## src/rtl/sem_pkg.sv

```systemverilog
package sem_pkg;
  localparam int unsigned NUM_FLAGS = 8;
  localparam int unsigned DATA_W    = 8;
  localparam int unsigned ADDR_W    = $clog2(NUM_FLAGS);

  typedef enum logic [1:0] {
    ACC_IDLE    = 2'd0,
    ACC_SEM     = 2'd1,
    ACC_ILLEGAL = 2'd2
  } acc_e;
endpackage

```

## src/rtl/sem_port.sv

```systemverilog
module sem_port
  import sem_pkg::*;
#(
  parameter int unsigned N_FLAGS = NUM_FLAGS,
  parameter int unsigned DW      = DATA_W,
  localparam int unsigned AW     = $clog2(N_FLAGS)
) (
  input  logic               clk_i,
  input  logic               rst_ni,
  input  logic               mem_sel_ni,
  input  logic               sem_sel_ni,
  input  logic               wr_ni,
  input  logic               rd_ni,
  input  logic [AW-1:0]      addr_i,
  input  logic [DW-1:0]      data_i,
  input  logic [N_FLAGS-1:0] own_i,
  output logic [N_FLAGS-1:0] set_o,
  output logic [N_FLAGS-1:0] clr_o,
  output logic [DW-1:0]      data_o,
  output logic               data_oe_o
);
  acc_e acc;
  logic wr_q, wr_rise, stb;

  always_comb begin
    if (!sem_sel_ni && !mem_sel_ni)     acc = ACC_ILLEGAL;
    else if (!sem_sel_ni && mem_sel_ni) acc = ACC_SEM;
    else                                acc = ACC_IDLE;
  end

  // registered edge detector on the write strobe
  always_ff @(posedge clk_i or negedge rst_ni) begin
    if (!rst_ni) wr_q <= 1'b1;
    else         wr_q <= wr_ni;
  end

  assign wr_rise = wr_ni & ~wr_q;
  assign stb     = wr_rise && (acc == ACC_SEM);

  always_comb begin
    set_o = '0;
    clr_o = '0;
    if (stb) begin
      if (data_i[0]) clr_o = N_FLAGS'(1) << addr_i;
      else           set_o = N_FLAGS'(1) << addr_i;
    end
  end

  assign data_oe_o = (acc == ACC_SEM) && wr_ni && !rd_ni;
  assign data_o    = !data_oe_o ? '0 : (own_i[addr_i] ? '0 : '1);
endmodule

```

## src/rtl/sem_flag.sv

```systemverilog
module sem_flag (
  input  logic clk_i,
  input  logic rst_ni,
  input  logic set_l_i,
  input  logic clr_l_i,
  input  logic set_r_i,
  input  logic clr_r_i,
  output logic req_l_o,
  output logic req_r_o,
  output logic own_l_o,
  output logic own_r_o
);
  logic own_l_d, own_r_d;

  // left keeps or takes unless right holds; right takes only if left neither holds nor asks
  assign own_l_d = req_l_o & (own_l_o | ~own_r_o);
  assign own_r_d = req_r_o & (own_r_o | (~own_l_o & ~req_l_o));

  always_ff @(posedge clk_i or negedge rst_ni) begin
    if (!rst_ni) begin
      req_l_o <= 1'b0;
      req_r_o <= 1'b0;
      own_l_o <= 1'b0;
      own_r_o <= 1'b0;
    end else begin
      if (set_l_i)      req_l_o <= 1'b1;
      else if (clr_l_i) req_l_o <= 1'b0;
      if (set_r_i)      req_r_o <= 1'b1;
      else if (clr_r_i) req_r_o <= 1'b0;
      own_l_o <= own_l_d;
      own_r_o <= own_r_d;
    end
  end
endmodule

```

## src/rtl/sem_unit.sv

```systemverilog
module sem_unit
  import sem_pkg::*;
#(
  parameter int unsigned N_FLAGS = NUM_FLAGS,
  parameter int unsigned DW      = DATA_W,
  localparam int unsigned AW     = $clog2(N_FLAGS)
) (
  input  logic          clk_i,
  input  logic          rst_ni,
  input  logic          l_mem_sel_ni,
  input  logic          l_sem_sel_ni,
  input  logic          l_wr_ni,
  input  logic          l_rd_ni,
  input  logic [AW-1:0] l_addr_i,
  input  logic [DW-1:0] l_data_i,
  output logic [DW-1:0] l_data_o,
  output logic          l_data_oe_o,
  input  logic          r_mem_sel_ni,
  input  logic          r_sem_sel_ni,
  input  logic          r_wr_ni,
  input  logic          r_rd_ni,
  input  logic [AW-1:0] r_addr_i,
  input  logic [DW-1:0] r_data_i,
  output logic [DW-1:0] r_data_o,
  output logic          r_data_oe_o
);
  logic [N_FLAGS-1:0] set_l, clr_l, set_r, clr_r;
  logic [N_FLAGS-1:0] req_l, req_r, own_l, own_r;

  sem_port #(.N_FLAGS(N_FLAGS), .DW(DW)) u_port_l (
    .clk_i, .rst_ni,
    .mem_sel_ni(l_mem_sel_ni), .sem_sel_ni(l_sem_sel_ni),
    .wr_ni(l_wr_ni), .rd_ni(l_rd_ni), .addr_i(l_addr_i), .data_i(l_data_i),
    .own_i(own_l), .set_o(set_l), .clr_o(clr_l),
    .data_o(l_data_o), .data_oe_o(l_data_oe_o)
  );

  sem_port #(.N_FLAGS(N_FLAGS), .DW(DW)) u_port_r (
    .clk_i, .rst_ni,
    .mem_sel_ni(r_mem_sel_ni), .sem_sel_ni(r_sem_sel_ni),
    .wr_ni(r_wr_ni), .rd_ni(r_rd_ni), .addr_i(r_addr_i), .data_i(r_data_i),
    .own_i(own_r), .set_o(set_r), .clr_o(clr_r),
    .data_o(r_data_o), .data_oe_o(r_data_oe_o)
  );

  for (genvar g = 0; g < N_FLAGS; g++) begin : g_flag
    sem_flag u_flag (
      .clk_i, .rst_ni,
      .set_l_i(set_l[g]), .clr_l_i(clr_l[g]),
      .set_r_i(set_r[g]), .clr_r_i(clr_r[g]),
      .req_l_o(req_l[g]), .req_r_o(req_r[g]),
      .own_l_o(own_l[g]), .own_r_o(own_r[g])
    );
  end
endmodule

```

## config.mk

```make
export PLATFORM = sky130hd
export DESIGN_NAME = sem_unit
export DESIGN_NICKNAME = d
export VERILOG_FILES = /design/src/rtl/sem_pkg.sv /design/src/rtl/sem_port.sv /design/src/rtl/sem_flag.sv /design/src/rtl/sem_unit.sv
export SDC_FILE = /design/constraint.sdc
export NUM_CORES = 1
export LEC_CHECK = 0
export BUFFER_PORTS_ARGS = -buffer_cell sky130_fd_sc_hd__buf_2
export CAP_MARGIN = 0
export CORE_MARGIN = 3
export CORE_UTILIZATION = 45
export DETAILED_ROUTE_END_ITERATION = 16
export HOLD_SLACK_MARGIN = 0.02
export PLACE_DENSITY_LB_ADDON = 0.3
export SYNTH_ARGS = -nofsm -noshare
export SYNTH_HDL_FRONTEND = slang
export SYNTH_SLANG_ARGS = --single-unit
export TNS_END_PERCENT = 20
```

## constraint.sdc

```tcl
create_clock -name clk_i -period 1.45 [get_ports clk_i]
set_input_delay 0.0725 -clock clk_i [delete_from_list [all_inputs] [get_ports clk_i]]
set_output_delay 0.0725 -clock clk_i [all_outputs]
set_load 0.02 [all_outputs]
```

; Word-level counts from Yosys, hierarchy flattened
; Index checks and enable logic that the tools add are counted.
[totals]
register_bits = 34
in_bits = 32
out_inout_bits = 18
elab_cells = 192
[classes]
magnitude_cmp = 2
eq_ne = 2
shifts = 2
mux = 52
bitwise_logic = 68
reduce_logical = 32
[ops]
columns = cell, count
row1 = two-way mux 8 bit, 12
row2 = two-way mux 1 bit, 36
row3 = nonzero test 2 bit, 16
row4 = AND 1 bit, 26
row5 = NOT 1 bit, 26
row6 = OR 1 bit, 16
row7 = "left shift 1 x 3 -> 8 bit, first input constant", 2
row8 = logical AND 1 bit, 10
row9 = "< comparator 3 x 4 -> 1 bit, second input constant", 2
row10 = binary-select mux 1 bit (select 3 bit), 2
row11 = zero test 1 bit, 6
row12 = "equality test 2 x 1 -> 1 bit, second input constant", 2
row13 = two-way mux 2 bit, 2

; Logic depth before layout (Yosys ltp)
[depth]
depth_word = 9
mapped_depth = 5
mapped_depth_nobuf = 3

; Cells and area by module
; From an unflattened synthesis, not the netlist that was laid out.
[unflattened]
hier_cells = 178
hier_area_um2 = 1794.2
[by_module_without_submodules]
columns = mod, n_inst, cells_each, area_each_um2, seq_area_each_um2
row1 = sem_flag, 8, 12, 150.1, 100.1
row2 = sem_port, 2, 41, 296.5, 26.3

; Worst setup path before layout
; Ideal clock, no wire load.
[synth_timing]
path_kind = input to output
start = input port l_mem_sel_ni
end = output port l_data_o[1]
arrival_ps = 1507
t_required_ps = 1378
path_slack_ps = -130
stages = 3
n_path_buf = 1
cell_sequence = nor4bb_1 and2_1 buf_4
[synth_via]
elab_chain_len = 7
elab_cells_between_ends = 9
classes_between = 1 x eq/ne / 3 x mux / 5 x reduce/logical
[synth_rtl]
columns = item, line_no
row1 = start: declaration, sem_unit.sv:10  ; input logic l_mem_sel_ni,
row2 = logical AND 1 bit / zero test 1 bit (equally long branches), "sem_port.sv:27, sem_port.sv:26"
row3 = two-way mux 1 bit / logical AND 1 bit (equally long branches), "sem_port.sv:27, sem_port.sv:26"
row4 = two-way mux 2 bit *, sem_port.sv:26  ; if (!sem_sel_ni && !mem_sel_ni) acc = ACC_ILLEGAL;
row5 = equality test 2 x 1 -> 1 bit *, sem_port.sv:49  ; assign data_oe_o = (acc == ACC_SEM) && wr_ni && !rd_ni;
row6 = logical AND 1 bit * (2 in a row), sem_port.sv:49
row7 = two-way mux 8 bit *, sem_port.sv:50  ; assign data_o = !data_oe_o ? '0 : (own_i[addr_i] ? '0 : '1);
row8 = end: declaration, sem_unit.sv:16  ; output logic [DW-1:0] l_data_o,
; Mark *: on every way between the ends. The rest lies on a longest branch, timed or not.

; Final worst setup path
[layout_timing]
start = register g_flag[3].u_flag.own_r_o
end = output port r_data_o[3]
[layout_via]
elab_chain_len = 4
[layout_rtl]
columns = item, line_no
row1 = start: declaration, sem_flag.sv:11  ; output logic own_r_o
row2 = start signal: assignment, sem_flag.sv:31  ; own_r_o <= own_r_d;
row3 = binary-select mux 1 bit (select 3 bit), sem_port.sv:50
row4 = two-way mux 1 bit (not written as such), sem_port.sv:50
row5 = two-way mux 8 bit (2 in a row), sem_port.sv:50
row6 = end: declaration, sem_unit.sv:24  ; output logic [DW-1:0] r_data_o,
; No other way between the ends. The select of a mux whose other input is x is not followed.

==> report_table.html <==
<table>
<tr><th>Metric</th><th>Value</th></tr>
<tr><th colspan="2">Status</th></tr>
<tr><td>Outcome</td><td>finished, violations left</td></tr>
<tr><td>Violations in the final reports</td><td>negative setup slack</td></tr>
<tr><th colspan="2">Floorplanning</th></tr>
<tr><td>Number of ports placed on the die boundary</td><td>50</td></tr>
<tr><td>Die ar.</td><td>0.004556 mm^2</td></tr>
<tr><td>Core box area</td><td>0.003495 mm^2</td></tr>
<tr><td>Number of rows created at floorplan</td><td>21</td></tr>
<tr><td>Chip width</td><td>67.50 um</td></tr>
<tr><td>Die H</td><td>67.50 um</td></tr>
<tr><td>Initial Util</td><td>48.69%</td></tr>
<tr><th colspan="2">Power</th></tr>
<tr><td>Combinational Power Share</td><td>22.2%</td></tr>
<tr><td>Register share of total power</td><td>50.9%</td></tr>
<tr><td>Static leakage</td><td>1.062 nW</td></tr>
<tr><td>Fraction of power spent switching nets</td><td>27.28%</td></tr>
<tr><td>Sw power</td><td>0.0006358 W</td></tr>
<tr><td>Pwr per Cell Area</td><td>1171 mW/mm^2</td></tr>
<tr><td>Relative contribution of the clock network to total power</td><td>26.9%</td></tr>
<tr><td>Internal power component</td><td>0.001695 W</td></tr>
<tr><td>IR drop worst, VDD</td><td>583.9 uV</td></tr>
<tr><th colspan="2">STA</th></tr>
<tr><td>Transition at the pin with the smallest max-transition slack</td><td>0.7327 ns</td></tr>
<tr><td>Final Slew Violations</td><td>0</td></tr>
<tr><td>Post-route worst hold slack</td><td>0.08293 ns</td></tr>
<tr><td>Final setup TNS</td><td>-2.328 ns</td></tr>
<tr><td>RSZ-0062 raised after global routing</td><td>yes</td></tr>
<tr><td>Fraction of the cycle the final worst path needs</td><td>110.4%</td></tr>
<tr><td>Count of endpoints failing setup in the final report</td><td>16</td></tr>
<tr><td>Final setup margin</td><td>-0.1512 ns</td></tr>
<tr><td>Final hold violation count</td><td>0</td></tr>
<tr><td>Final worst clock skew</td><td>0.003154 ns</td></tr>
<tr><td>Slew HR</td><td>51.15%</td></tr>
<tr><td>Min cycle time layout</td><td>1.601 ns</td></tr>
<tr><td>Fmax</td><td>0.6245 GHz</td></tr>
<tr><th colspan="2">GRT</th></tr>
<tr><td>Largest net degree at the start of global routing</td><td>35</td></tr>
<tr><td>Global routing usage summed across all routing layers</td><td>15.47%</td></tr>
<tr><td>Initial antenna violation count</td><td>0</td></tr>
<tr><td>Global-route wire length before repair</td><td>5126 um</td></tr>
<tr><td>Vias in the first global route</td><td>1198</td></tr>
<tr><td>GRT overflow</td><td>0</td></tr>
<tr><th colspan="2">Worst setup path</th></tr>
<tr><td>Worst setup path category</td><td>reg2out</td></tr>
<tr><td>WP data arrival</td><td>1.53 ns</td></tr>
<tr><td>Worst reg-to-reg path cell count</td><td>3</td></tr>
<tr><td>Reg-to-reg setup timing slack</td><td>0.11 ns</td></tr>
<tr><td>Worst R2R Start</td><td>u_port_l.wr_q</td></tr>
<tr><td>Biggest fanout along the worst timing path</td><td>8</td></tr>
<tr><td>Required time at the endpoint of the critical path</td><td>1.38 ns</td></tr>
<tr><td>Critical path launch point type</td><td>register</td></tr>
<tr><td>Critical Path End Type</td><td>output port</td></tr>
<tr><td>Terminus of the critical flop-to-flop path</td><td>g_flag[2].u_flag.req_l_o</td></tr>
<tr><th colspan="2">Clocking</th></tr>
<tr><td>CTS tree</td><td>yes</td></tr>
<tr><td># H-tree levels</td><td>2</td></tr>
<tr><td>Number of buffers added by the clock tree synthesis step</td><td>5</td></tr>
<tr><td>Clock Path Buffers</td><td>2</td></tr>
<tr><td>Worst-Skew Late Latency</td><td>0.28 ns</td></tr>
<tr><td>Clock transition time at the flip-flop clock pins of the worst setup and hold paths</td><td>0.06 ns</td></tr>
<tr><td>Clock tree root driver cell</td><td>sky130_fd_sc_hd__clkbuf_8</td></tr>
<tr><td>Sink Count</td><td>34</td></tr>
<tr><th colspan="2">Placement</th></tr>
<tr><td>Half-perimeter wire length after placement</td><td>2253 um</td></tr>
<tr><td>Number of I/O port buffers</td><td>35</td></tr>
<tr><td>Placer congestion estimate</td><td>0.7152</td></tr>
<tr><th colspan="2">Synth</th></tr>
<tr><td>Yosys warnings</td><td>0</td></tr>
<tr><td>Dominant combinational cell family by area after synthesis</td><td>multiplexers</td></tr>
<tr><td>Dominant register cell in the synthesized netlist</td><td>sky130_fd_sc_hd__dfrtp_1</td></tr>
<tr><td>Synthesis-stage register bit count</td><td>34</td></tr>
<tr><td>Fraction of post-synthesis cell area in the top cell type by area</td><td>47.06%</td></tr>
<tr><td>Top-count cell post-synth</td><td>sky130_fd_sc_hd__dfrtp_1</td></tr>
<tr><td>EDFF count, synth</td><td>0</td></tr>
<tr><td>Post-synth net total</td><td>188</td></tr>
<tr><td>Async set-reset flop share out of synthesis</td><td>100.0%</td></tr>
<tr><td>Simple-Gate Fraction of Synth Area</td><td>13.53%</td></tr>
<tr><td>Compound-cell area share of the yosys netlist</td><td>6.912%</td></tr>
<tr><td>Mapped Avg Cell Area</td><td>10.91 um^2</td></tr>
<tr><td>Proportion of synthesized area in mux cells</td><td>15.59%</td></tr>
<tr><td>Post-Synth Adder-Cell Area</td><td>0%</td></tr>
<tr><td>Area share of xor/xnor cells in the synthesized design</td><td>0%</td></tr>
<tr><td>Cell types with the largest area share after synthesis</td><td>sky130_fd_sc_hd__dfrtp_1 (47%), sky130_fd_sc_hd__mux2i_1 (13%), sky130_fd_sc_hd__buf_4 (6.2%)</td></tr>
<tr><td>Post-synth top area cell</td><td>sky130_fd_sc_hd__dfrtp_1</td></tr>
<tr><td>Post-synthesis instance area</td><td>0.001702 mm^2</td></tr>
<tr><td>Number of instances in the synthesized netlist</td><td>156</td></tr>
<tr><td>Number of distinct library cells after synthesis</td><td>26</td></tr>
<tr><td>Ranking of synthesized cells by instance count</td><td>sky130_fd_sc_hd__dfrtp_1 (32), sky130_fd_sc_hd__inv_1 (22), sky130_fd_sc_hd__mux2i_1 (22)</td></tr>
<tr><td>Portion of the post-synthesis area used by sequential elements</td><td>50.15%</td></tr>
<tr><th colspan="2">Worst hold path</th></tr>
<tr><td>Number of cells on the worst hold path</td><td>2</td></tr>
<tr><td>Capture endpoint of the worst hold path</td><td>g_flag[5].u_flag.req_l_o</td></tr>
<tr><td>Path class of the lowest-slack min-delay path</td><td>in2reg</td></tr>
<tr><td>Hold path start</td><td>l_data_i[0]</td></tr>
<tr><th colspan="2">Final layout</th></tr>
<tr><td>Synthesis-to-finish area growth</td><td>16.91%</td></tr>
<tr><td>Number of inserted diodes</td><td>0</td></tr>
<tr><td>Share of final-layout standard cells stronger than drive strength 1</td><td>30.69%</td></tr>
<tr><td>Fin nets</td><td>221</td></tr>
<tr><th colspan="2">Drt</th></tr>
<tr><td>Routed via count</td><td>1190</td></tr>
<tr><td>WL final</td><td>3069 um</td></tr>
<tr><td>DRC violation total after the first TritonRoute iteration</td><td>34</td></tr>
<tr><td>Average via count per standard cell</td><td>5.064</td></tr>
<tr><td>Number of nets with antenna violations after routing</td><td>0</td></tr>
<tr><td>Detailed-routing iteration count for the pre-antenna-repair pass</td><td>4</td></tr>
<tr><td>Residual DRC</td><td>0</td></tr>
<tr><td>Wirelength per Cell</td><td>13.06 um</td></tr>
<tr><th colspan="2">Run</th></tr>
<tr><td>Maximum capacitance violations</td><td>0</td></tr>
</table>
worst max-delay path: stages, from the launching register on:
cell and delay [ns]:
sky130_fd_sc_hd__dfrtp_1 0.36, sky130_fd_sc_hd__mux2i_1 0.08, sky130_fd_sc_hd__mux4_2 0.46, sky130_fd_sc_hd__and2_4 0.20, sky130_fd_sc_hd__buf_2 0.16
routing by layer:
layer  vias up  wire length [um]  track usage, %  part of all wire (%)
met5         -                 0               0                     0
met4         0                67           7.595                   2.2
met3         8               202           5.324                   6.6
met2        39              1460           25.39                    48
met1       558              1338           17.91                    44
li1        585                 -               -                     -
timing repair:
item,in CTS,in global routing
hold buffers,3,0
endpoints found under the setup margin,16,17
buffers inserted,9,0
hold endpoints to repair,34,0
gates resized for setup,6,1
layout by cell type (no fill, tap or decap):
cell type	count
sky130_fd_sc_hd__buf_2	33
sky130_fd_sc_hd__dfrtp_1	32
sky130_fd_sc_hd__inv_1	22
sky130_fd_sc_hd__mux2i_1	22
sky130_fd_sc_hd__a21oi_1	14
sky130_fd_sc_hd__buf_4	11
sky130_fd_sc_hd__nor2_1	10
sky130_fd_sc_hd__clkbuf_8	5
sky130_fd_sc_hd__nand4b_1	4
sky130_fd_sc_hd__nor4b_1	3
sky130_fd_sc_hd__dlygate4sd3_1	3
sky130_fd_sc_hd__mux4_2	2
sky130_fd_sc_hd__and2_4	2
sky130_fd_sc_hd__and4bb_1	2
sky130_fd_sc_hd__nand3_1	2
sky130_fd_sc_hd__nand4bb_1	2
sky130_fd_sc_hd__nand2_1	2
sky130_fd_sc_hd__o31ai_1	2
sky130_fd_sc_hd__o41ai_1	2
sky130_fd_sc_hd__nor4_1	2
sky130_fd_sc_hd__nand4_1	2
sky130_fd_sc_hd__clkbuf_1	2
sky130_fd_sc_hd__dfstp_2	2
sky130_fd_sc_hd__a21boi_0	1
sky130_fd_sc_hd__o21a_1	1
sky130_fd_sc_hd__nor4bb_2	1
sky130_fd_sc_hd__nor4bb_1	1
sky130_fd_sc_hd__nor4b_2	1
sky130_fd_sc_hd__buf_6	1
power by group through the flow:
stage | registers (W) | clock network, W | logic (W)
2_1_floorplan | 0.00119 | 0 | 0.000305
6_report | 0.00119 | 0.000628 | 0.000517
5_1_grt | 0.00120 | 0.000700 | 0.000584
3_3_place_gp | 0.00121 | 0 | 0.000386
3_5_place_dp | 0.00122 | 0 | 0.000401
4_1_cts | 0.00119 | 0.000657 | 0.000517
cell type report:
cell class,instances,area [um^2]
Clock buffer,7,76.32
Fill cell,307,1505
Inverter,22,82.58
Multi-Input combinational cell,78,630.6
Sequential cell,34,853.3
Tap cell,46,57.56
Timing Repair Buffer,48,289.0
registers in the layout, indices dropped and copies added, names as in the netlist:
name                   cells
g_flag.u_flag.own_r_o      8
g_flag.u_flag.own_l_o      8
u_port_r.wr_q              1
g_flag.u_flag.req_r_o      8
g_flag.u_flag.req_l_o      8
u_port_l.wr_q              1
how the worst max path moves through the flow:
stage	from	end	slack, ns	cells after the start
2_1_floorplan	r_mem_sel_ni	r_data_o[1]	-0.13	3
3_5_place_dp	g_flag[5].u_flag.own_r_o	r_data_o[3]	0.07	4
3_3_place_gp	g_flag[7].u_flag.own_r_o	r_data_o[1]	0.08	4
5_1_grt	g_flag[5].u_flag.own_l_o	l_data_o[7]	-0.22	4
4_1_cts	g_flag[7].u_flag.own_l_o	l_data_o[6]	-0.17	4
6_report	g_flag[3].u_flag.own_r_o	r_data_o[3]	-0.15	4
logic make-up after synthesis:
kind of cell	count (synthesis)
buf+inv	44
flops	34
simple gates	34
mux	24
compound gates	20
per-stage QoR:
| stage | instance area, um^2 | setup WS [ns] | total power, W | cells | utilization [%] |
|---|---|---|---|---|---|
| global route | 1989 | -0.2211 | 0.002489 | 235 | 56.93 |
| global placement | 1795 | 0.08151 | 0.001596 | 216 | 51.38 |
| detailed placement | 1795 | 0.06637 | 0.001620 | 216 | 51.38 |
| CTS | 1983 | -0.1665 | 0.002361 | 235 | 56.75 |
| finish | 1989 | -0.1512 | 0.002331 | 235 | 56.93 |
| floorplan | 1708 | -0.1297 | 0.001498 | 156 | - |
(Power assumes the default switching activity.)
